$ cat src/rtl/dma_pkg.sv
package dma_pkg;
  typedef enum logic [1:0] {
    ST_IDLE = 2'd0,
    ST_REQ  = 2'd1,
    ST_XFER = 2'd2,
    ST_GAP  = 2'd3
  } dmaState_t;

  // strobes from control to datapath
  typedef struct packed {
    logic loadStart;
    logic beat;
    logic setDone;
    logic setErr;
    logic busy;
  } dmaStrobe_t;

  localparam logic [1:0] SEL_ADDR = 2'd0;
  localparam logic [1:0] SEL_LEN  = 2'd1;
  localparam logic [1:0] SEL_CTRL = 2'd2;
  localparam logic [1:0] SEL_STAT = 2'd3;

  localparam int CTRL_GO  = 0;
  localparam int CTRL_DIR = 1;
  localparam int CTRL_IE  = 2;

  localparam int STAT_BUSY = 0;
  localparam int STAT_DONE = 1;
  localparam int STAT_ERR  = 2;
endpackage

$ cat src/rtl/dma_datapath.sv
module dma_datapath
  import dma_pkg::*;
#(
  parameter int ADDR_W     = 32,
  parameter int DATA_W     = 32,
  parameter int LEN_W      = 16,
  parameter int PAGE_BYTES = 4096
) (
  input  logic              clk,
  input  logic              rstN,
  input  logic              regWr,
  input  logic [1:0]        regSel,
  input  logic [ADDR_W-1:0] regWData,
  output logic [ADDR_W-1:0] regRdData,
  input  dmaStrobe_t        strobe,
  output logic              goReq,
  output logic              startBad,
  output logic              lastBeat,
  output logic              pageEnd,
  output logic              irq,
  output logic              memEn,
  output logic              memWe,
  output logic [ADDR_W-1:0] memAddr,
  output logic [DATA_W-1:0] memWData,
  input  logic [DATA_W-1:0] memRData,
  output logic              devRdEn,
  input  logic [DATA_W-1:0] devRData,
  output logic              devWrEn,
  output logic [DATA_W-1:0] devWData
);
  localparam int BEAT_BYTES = DATA_W / 8;
  localparam int BEAT_SHIFT = $clog2(BEAT_BYTES);
  localparam int PAGE_SHIFT = $clog2(PAGE_BYTES);
  localparam logic [ADDR_W-1:0] BEAT_A = ADDR_W'(BEAT_BYTES);
  localparam logic [LEN_W-1:0]  BEAT_L = LEN_W'(BEAT_BYTES);

  logic [ADDR_W-1:0] addrReg;
  logic [LEN_W-1:0]  lenReg;
  logic              dirReg;
  logic              ieReg;
  logic [ADDR_W-1:0] curAddr;
  logic [LEN_W-1:0]  remLen;
  logic              doneFlag;
  logic              errFlag;
  logic              clrDone;
  logic              clrErr;
  logic              misAligned;

  // start decode and status clears
  assign goReq   = regWr && (regSel == SEL_CTRL) && regWData[CTRL_GO];
  assign clrDone = regWr && (regSel == SEL_STAT) && regWData[STAT_DONE];
  assign clrErr  = regWr && (regSel == SEL_STAT) && regWData[STAT_ERR];

  generate
    if (BEAT_SHIFT > 0) begin : g_align
      assign misAligned = (|addrReg[BEAT_SHIFT-1:0]) || (|lenReg[BEAT_SHIFT-1:0]);
    end else begin : g_noalign
      assign misAligned = 1'b0;
    end
  endgenerate

  assign startBad = (lenReg == '0) || misAligned;
  assign lastBeat = (remLen == BEAT_L);
  assign pageEnd  = &curAddr[PAGE_SHIFT-1:BEAT_SHIFT];

  // programming registers
  always_ff @(posedge clk) begin
    if (!rstN) begin
      addrReg <= '0;
      lenReg  <= '0;
      dirReg  <= 1'b0;
      ieReg   <= 1'b0;
    end else if (regWr && !strobe.busy) begin
      case (regSel)
        SEL_ADDR: addrReg <= regWData;
        SEL_LEN:  lenReg  <= regWData[LEN_W-1:0];
        SEL_CTRL: begin
          dirReg <= regWData[CTRL_DIR];
          ieReg  <= regWData[CTRL_IE];
        end
        default: ;
      endcase
    end
  end

  // working address and remaining count
  always_ff @(posedge clk) begin
    if (!rstN) begin
      curAddr <= '0;
      remLen  <= '0;
    end else if (strobe.loadStart) begin
      curAddr <= addrReg;
      remLen  <= lenReg;
    end else if (strobe.beat) begin
      curAddr <= curAddr + BEAT_A;
      remLen  <= remLen - BEAT_L;
    end
  end

  // sticky flags: a set wins over a clear in the same cycle
  always_ff @(posedge clk) begin
    if (!rstN) begin
      doneFlag <= 1'b0;
      errFlag  <= 1'b0;
    end else begin
      doneFlag <= strobe.setDone || (doneFlag && !clrDone);
      errFlag  <= strobe.setErr  || (errFlag  && !clrErr);
    end
  end

  assign irq = ieReg && (doneFlag || errFlag);

  always_comb begin
    regRdData = '0;
    case (regSel)
      SEL_ADDR: regRdData = addrReg;
      SEL_LEN:  regRdData = {{(ADDR_W-LEN_W){1'b0}}, lenReg};
      SEL_CTRL: begin
        regRdData[CTRL_DIR] = dirReg;
        regRdData[CTRL_IE]  = ieReg;
      end
      default: begin
        regRdData[STAT_BUSY] = strobe.busy;
        regRdData[STAT_DONE] = doneFlag;
        regRdData[STAT_ERR]  = errFlag;
      end
    endcase
  end

  // beat steering
  assign memEn    = strobe.beat;
  assign memWe    = strobe.beat && !dirReg;
  assign devRdEn  = strobe.beat && !dirReg;
  assign devWrEn  = strobe.beat && dirReg;
  assign memAddr  = curAddr;
  assign memWData = devRData;
  assign devWData = memRData;
endmodule

$ cat src/rtl/dma_control.sv
module dma_control
  import dma_pkg::*;
(
  input  logic       clk,
  input  logic       rstN,
  input  logic       goReq,
  input  logic       startBad,
  input  logic       lastBeat,
  input  logic       pageEnd,
  input  logic       busGnt,
  output logic       busReq,
  output dmaStrobe_t strobe
);
  dmaState_t state, stateNxt;

  always_ff @(posedge clk) begin
    if (!rstN) state <= ST_IDLE;
    else       state <= stateNxt;
  end

  always_comb begin
    stateNxt = state;
    strobe   = '0;
    strobe.busy = (state != ST_IDLE);
    case (state)
      ST_IDLE: begin
        if (goReq) begin
          if (startBad) begin
            strobe.setErr = 1'b1;
          end else begin
            strobe.loadStart = 1'b1;
            stateNxt = ST_REQ;
          end
        end
      end
      ST_REQ: begin
        if (busGnt) stateNxt = ST_XFER;
      end
      ST_XFER: begin
        strobe.beat = 1'b1;
        if (lastBeat) begin
          strobe.setDone = 1'b1;
          stateNxt = ST_IDLE;
        end else if (pageEnd) begin
          stateNxt = ST_GAP;
        end
      end
      default: stateNxt = ST_REQ;
    endcase
  end

  assign busReq = (state == ST_REQ) || (state == ST_XFER);
endmodule

$ cat src/rtl/dma_engine.sv
module dma_engine
  import dma_pkg::*;
#(
  parameter int ADDR_W     = 32,
  parameter int DATA_W     = 32,
  parameter int LEN_W      = 16,
  parameter int PAGE_BYTES = 4096
) (
  input  logic              clk,
  input  logic              rstN,
  input  logic              regWr,
  input  logic [1:0]        regSel,
  input  logic [ADDR_W-1:0] regWData,
  output logic [ADDR_W-1:0] regRdData,
  output logic              irq,
  output logic              busReq,
  input  logic              busGnt,
  output logic              memEn,
  output logic              memWe,
  output logic [ADDR_W-1:0] memAddr,
  output logic [DATA_W-1:0] memWData,
  input  logic [DATA_W-1:0] memRData,
  output logic              devRdEn,
  input  logic [DATA_W-1:0] devRData,
  output logic              devWrEn,
  output logic [DATA_W-1:0] devWData
);
  dmaStrobe_t strobe;
  logic goReq, startBad, lastBeat, pageEnd;

  dma_control ctrlI (
    .clk(clk), .rstN(rstN), .goReq(goReq), .startBad(startBad),
    .lastBeat(lastBeat), .pageEnd(pageEnd), .busGnt(busGnt),
    .busReq(busReq), .strobe(strobe)
  );

  dma_datapath #(
    .ADDR_W(ADDR_W), .DATA_W(DATA_W), .LEN_W(LEN_W), .PAGE_BYTES(PAGE_BYTES)
  ) dpI (
    .clk(clk), .rstN(rstN), .regWr(regWr), .regSel(regSel),
    .regWData(regWData), .regRdData(regRdData), .strobe(strobe),
    .goReq(goReq), .startBad(startBad), .lastBeat(lastBeat),
    .pageEnd(pageEnd), .irq(irq), .memEn(memEn), .memWe(memWe),
    .memAddr(memAddr), .memWData(memWData), .memRData(memRData),
    .devRdEn(devRdEn), .devRData(devRData), .devWrEn(devWrEn),
    .devWData(devWData)
  );
endmodule

$ cat config.mk
export PLATFORM = sky130hd
export DESIGN_NAME = dma_engine
export DESIGN_NICKNAME = d
export VERILOG_FILES = /design/src/rtl/dma_pkg.sv /design/src/rtl/dma_datapath.sv /design/src/rtl/dma_control.sv /design/src/rtl/dma_engine.sv
export SDC_FILE = /design/constraint.sdc
export NUM_CORES = 1
export LEC_CHECK = 0
export ABC_CLOCK_PERIOD_IN_PS = 2360
export CORE_ASPECT_RATIO = 1.2
export CORE_MARGIN = 2
export CORE_UTILIZATION = 43
export DETAILED_ROUTE_END_ITERATION = 8
export PLACE_DENSITY = 0.82
export REMOVE_ABC_BUFFERS = 1
export SLEW_MARGIN = 40
export SYNTH_ARGS = -nofsm -noshare
export SYNTH_HDL_FRONTEND = slang
export SYNTH_SLANG_ARGS = --single-unit
$ cat constraint.sdc
create_clock -name clk -period 2.36 [get_ports clk]
set_input_delay 0.354 -clock clk [delete_from_list [all_inputs] [get_ports clk]]
set_output_delay 0.354 -clock clk [all_outputs]
set_load 0.05 [all_outputs]
==> results.sh <==
export IMPL_outcome="finished clean"
export IMPL_synthesis_area_mm2=0.005339
export IMPL_yosys_warnings=0
export IMPL_ys_types=48
export IMPL_clock_latency_ns=0.34
export IMPL_slew_viol_final=0
export IMPL_synth_top_area_share_pct=38.25
export IMPL_grt_ovfl_total=0
export IMPL_fin_nets=811
export IMPL_die_width_um=105.7
export IMPL_p_per_area_mw_per_mm2=566.2
export IMPL_reg2reg_from="ctrlI.state[0]"
export IMPL_io_pins=236
export IMPL_htree_levels=3
export IMPL_ys_seq_elements=102
export IMPL_routabilityCongestion=0.8572
export IMPL_worstHoldStart="dpI.addrReg[22]"
export IMPL_fp_dieArea_mm2=0.01333
export IMPL_synth_edf_count=0
export IMPL_cts_resized=0
export IMPL_core_mm2=0.01211
export IMPL_grt_pass1_wl_mm=28.28
export IMPL_ir_worst_vdd_uv=372.4
export IMPL_ys_seq_area_share_pct=38.25
export IMPL_worstSetupPathType="flip-flop to output port"
export IMPL_wirelength_mm=18.68
export IMPL_yosys_most_used_dff="dfxtp_1"
export IMPL_initial_core_util_pct=44.08
export IMPL_fmax_mhz=440.0
export IMPL_route_detailed_drc=0
export IMPL_max_slew_margin_pct=50.86
export IMPL_postCtsSetupBuffers=0
export IMPL_vias=4917
export IMPL_period_share_pct=96.30
export IMPL_first_iter_violations=350
export IMPL_wl_per_cell_um=21.54
export IMPL_drive_above_1_share_pct=12.18
export IMPL_synth_common_cells="116 x nand2_1, 102 x dfxtp_1, 74 x a21oi_1"
export IMPL_hold_viol=0
export IMPL_synth_top_cells_by_area="dfxtp_1 38%, buf_4 9.1%, nand2_1 8.2%"
export IMPL_std_cell_rows=44
export IMPL_startpoint="ctrlI.state[0]"
export IMPL_cts_buffer_depth=2
export IMPL_path_cells="inv_1 -> ha_1 -> clkdlybuf4s50_1"
export IMPL_antennaDiodeCount=0
export IMPL_syn_avg_cell_area_um2=8.040
export IMPL_grt_max_degree=56
export IMPL_critPathSlowestCell="clkdlybuf4s50_1"
export IMPL_fill_cells=1053
export IMPL_tightest_slew_ns=0.7366
export IMPL_worstHoldPathType="flip-flop to flip-flop"
export IMPL_grt_pass1_vias=4620
export IMPL_timing_final_crit_period_ns=2.273
export IMPL_setup_violations=0
export IMPL_netlist_instances=664
export IMPL_maxCapViolCount=0
export IMPL_cts_sinks=102
export IMPL_critPathMaxStageDelay_ns=0.81
export IMPL_cts_tree="built"
export IMPL_antenna_found_initial=0
export IMPL_hpwl_mm=13.80
export IMPL_fin_cells=867
export IMPL_cp_max_fo=3
export IMPL_area_growth_syn_to_layout_pct=27.49
export IMPL_worst_ep_required_time_ns=2.01
export IMPL_rsz0062_at_grt="no"
export IMPL_grt_usage_pct=27.80
export IMPL_end_kind="output port"
export IMPL_cts_buffers=9
export IMPL_ys_async_sr_fraction_pct=0
export IMPL_dp_cells=853
export IMPL_worst_clock_skew_ns=0.01060
export IMPL_yosys_cell_count_top_type="nand2_1"
export IMPL_die_h_um=126.1
export IMPL_drtPass1Iterations=6
export IMPL_p_leak_nw=2.487
export IMPL_clk_pin_slew_ns=0.07
export IMPL_worst_setup_path_start_kind="flip-flop"
export IMPL_clock_tree_root_cell="clkbuf_16"
export IMPL_hold_buffers=0
export IMPL_vias_per_cell=5.671
export IMPL_cp_data_arrival_time_ns=1.92
export IMPL_yosys_area_top_type="dfxtp_1"
export IMPL_total_power_w=0.003854
export IMPL_io_buffers=107
export IMPL_drt_antenna_violating_nets=0
[through the flow]
step / hold slack (ns) / area, µm² / util (%) / setup TNS [ns] / setup slack, ns
4_1_cts: 0.4721 / 6807 / 56.20 / 0 / 0.1013
3_3_place_gp: 0.4509 / 6509 / 53.74 / 0 / 0.1953
5_1_grt: 0.4953 / 6807 / 56.20 / 0 / 0.04456
2_1_floorplan: 0.4416 / 4711 / - / -8.581 / -0.5193
6_report: 0.4706 / 6807 / 56.20 / 0 / 0.08735
3_5_place_dp: 0.4619 / 6509 / 53.74 / 0 / 0.09809
[cells in the final DEF, fill, tap and decap left out, drive strengths merged, types with 17 or more instances in the layout]
master and n:
nand4 17, a211oi 19, clkdlybuf4s50 71, nand2 116
mux2i 19, buf 58, dfxtp 102, nor2 50
o21ai 24, xor2 27, and2 19, a21oi 74
[flip-flops by register name, summed over array words and instances, names as in the netlist]
name and cells:
dpI.ieReg 1, dpI.remLen 16, dpI.lenReg 16, dpI.addrReg 32
ctrlI.state 2, dpI.memAddr 32, dpI.errFlag 1, dpI.doneFlag 1
dpI.dirReg 1
[power breakdown]
group | switching [W] | internal, W | total, W
Sequential | 0.0000601 | 0.00178 | 0.00184
Clock | 0.000624 | 0.000869 | 0.00149
Combinational | 0.000301 | 0.000223 | 0.000524
Total | 0.000985 | 0.00287 | 0.00385
[worst max-delay path, delay by kind of cell, from the launching register on]
| kind | cells | cell delay [ns] |
|---|---|---|
| flip-flops | 1 | 0.36 |
| buffers and inverters | 2 | 0.89 |
| adder cells (fa/ha/maj) | 1 | 0.33 |
[metal layers]
metal | global-route usage (%) | routed length [µm]
met5 | 11.65 | 119
met2 | 36.85 | 7432
met4 | 6.502 | 285
met3 | 19.20 | 3027
met1 | 35.68 | 7812
[worst paths after layout]
check | end | slack, ns | cells after the start
hold / removal | dpI.addrReg[22] | 0.47 | 2
setup reg to reg | dpI.memAddr[20] | 0.17 | 8
setup / recovery | busReq | 0.09 | 3
hold reg to reg | dpI.addrReg[22] | 0.47 | 2
[cell families (layout without fill, tap and decap cells)]
logic type,after synthesis,in the layout,synth area share [%]
simple gates,258,258,23.53
compound gates,124,124,13.05
buf+inv,111,153,12.47
flops,102,102,38.25
xor+xnor,42,42,6.890
mux,21,21,4.406
fa+ha+maj,6,6,1.406
[layout make-up]
class / count / area [µm²] / area share [%]
repair buffers: 129 / 1597 / 23.46
multi-input cells: 451 / 2631 / 38.66
clock buffers: 11 / 252.7 / 3.713
clock inverters: 3 / 45.04 / 0.6618
well taps: 161 / 201.4 / 2.960
inverters: 10 / 37.54 / 0.5515
flip-flops and latches: 102 / 2042 / 30.00
Power figures use the tool's default switching activity.
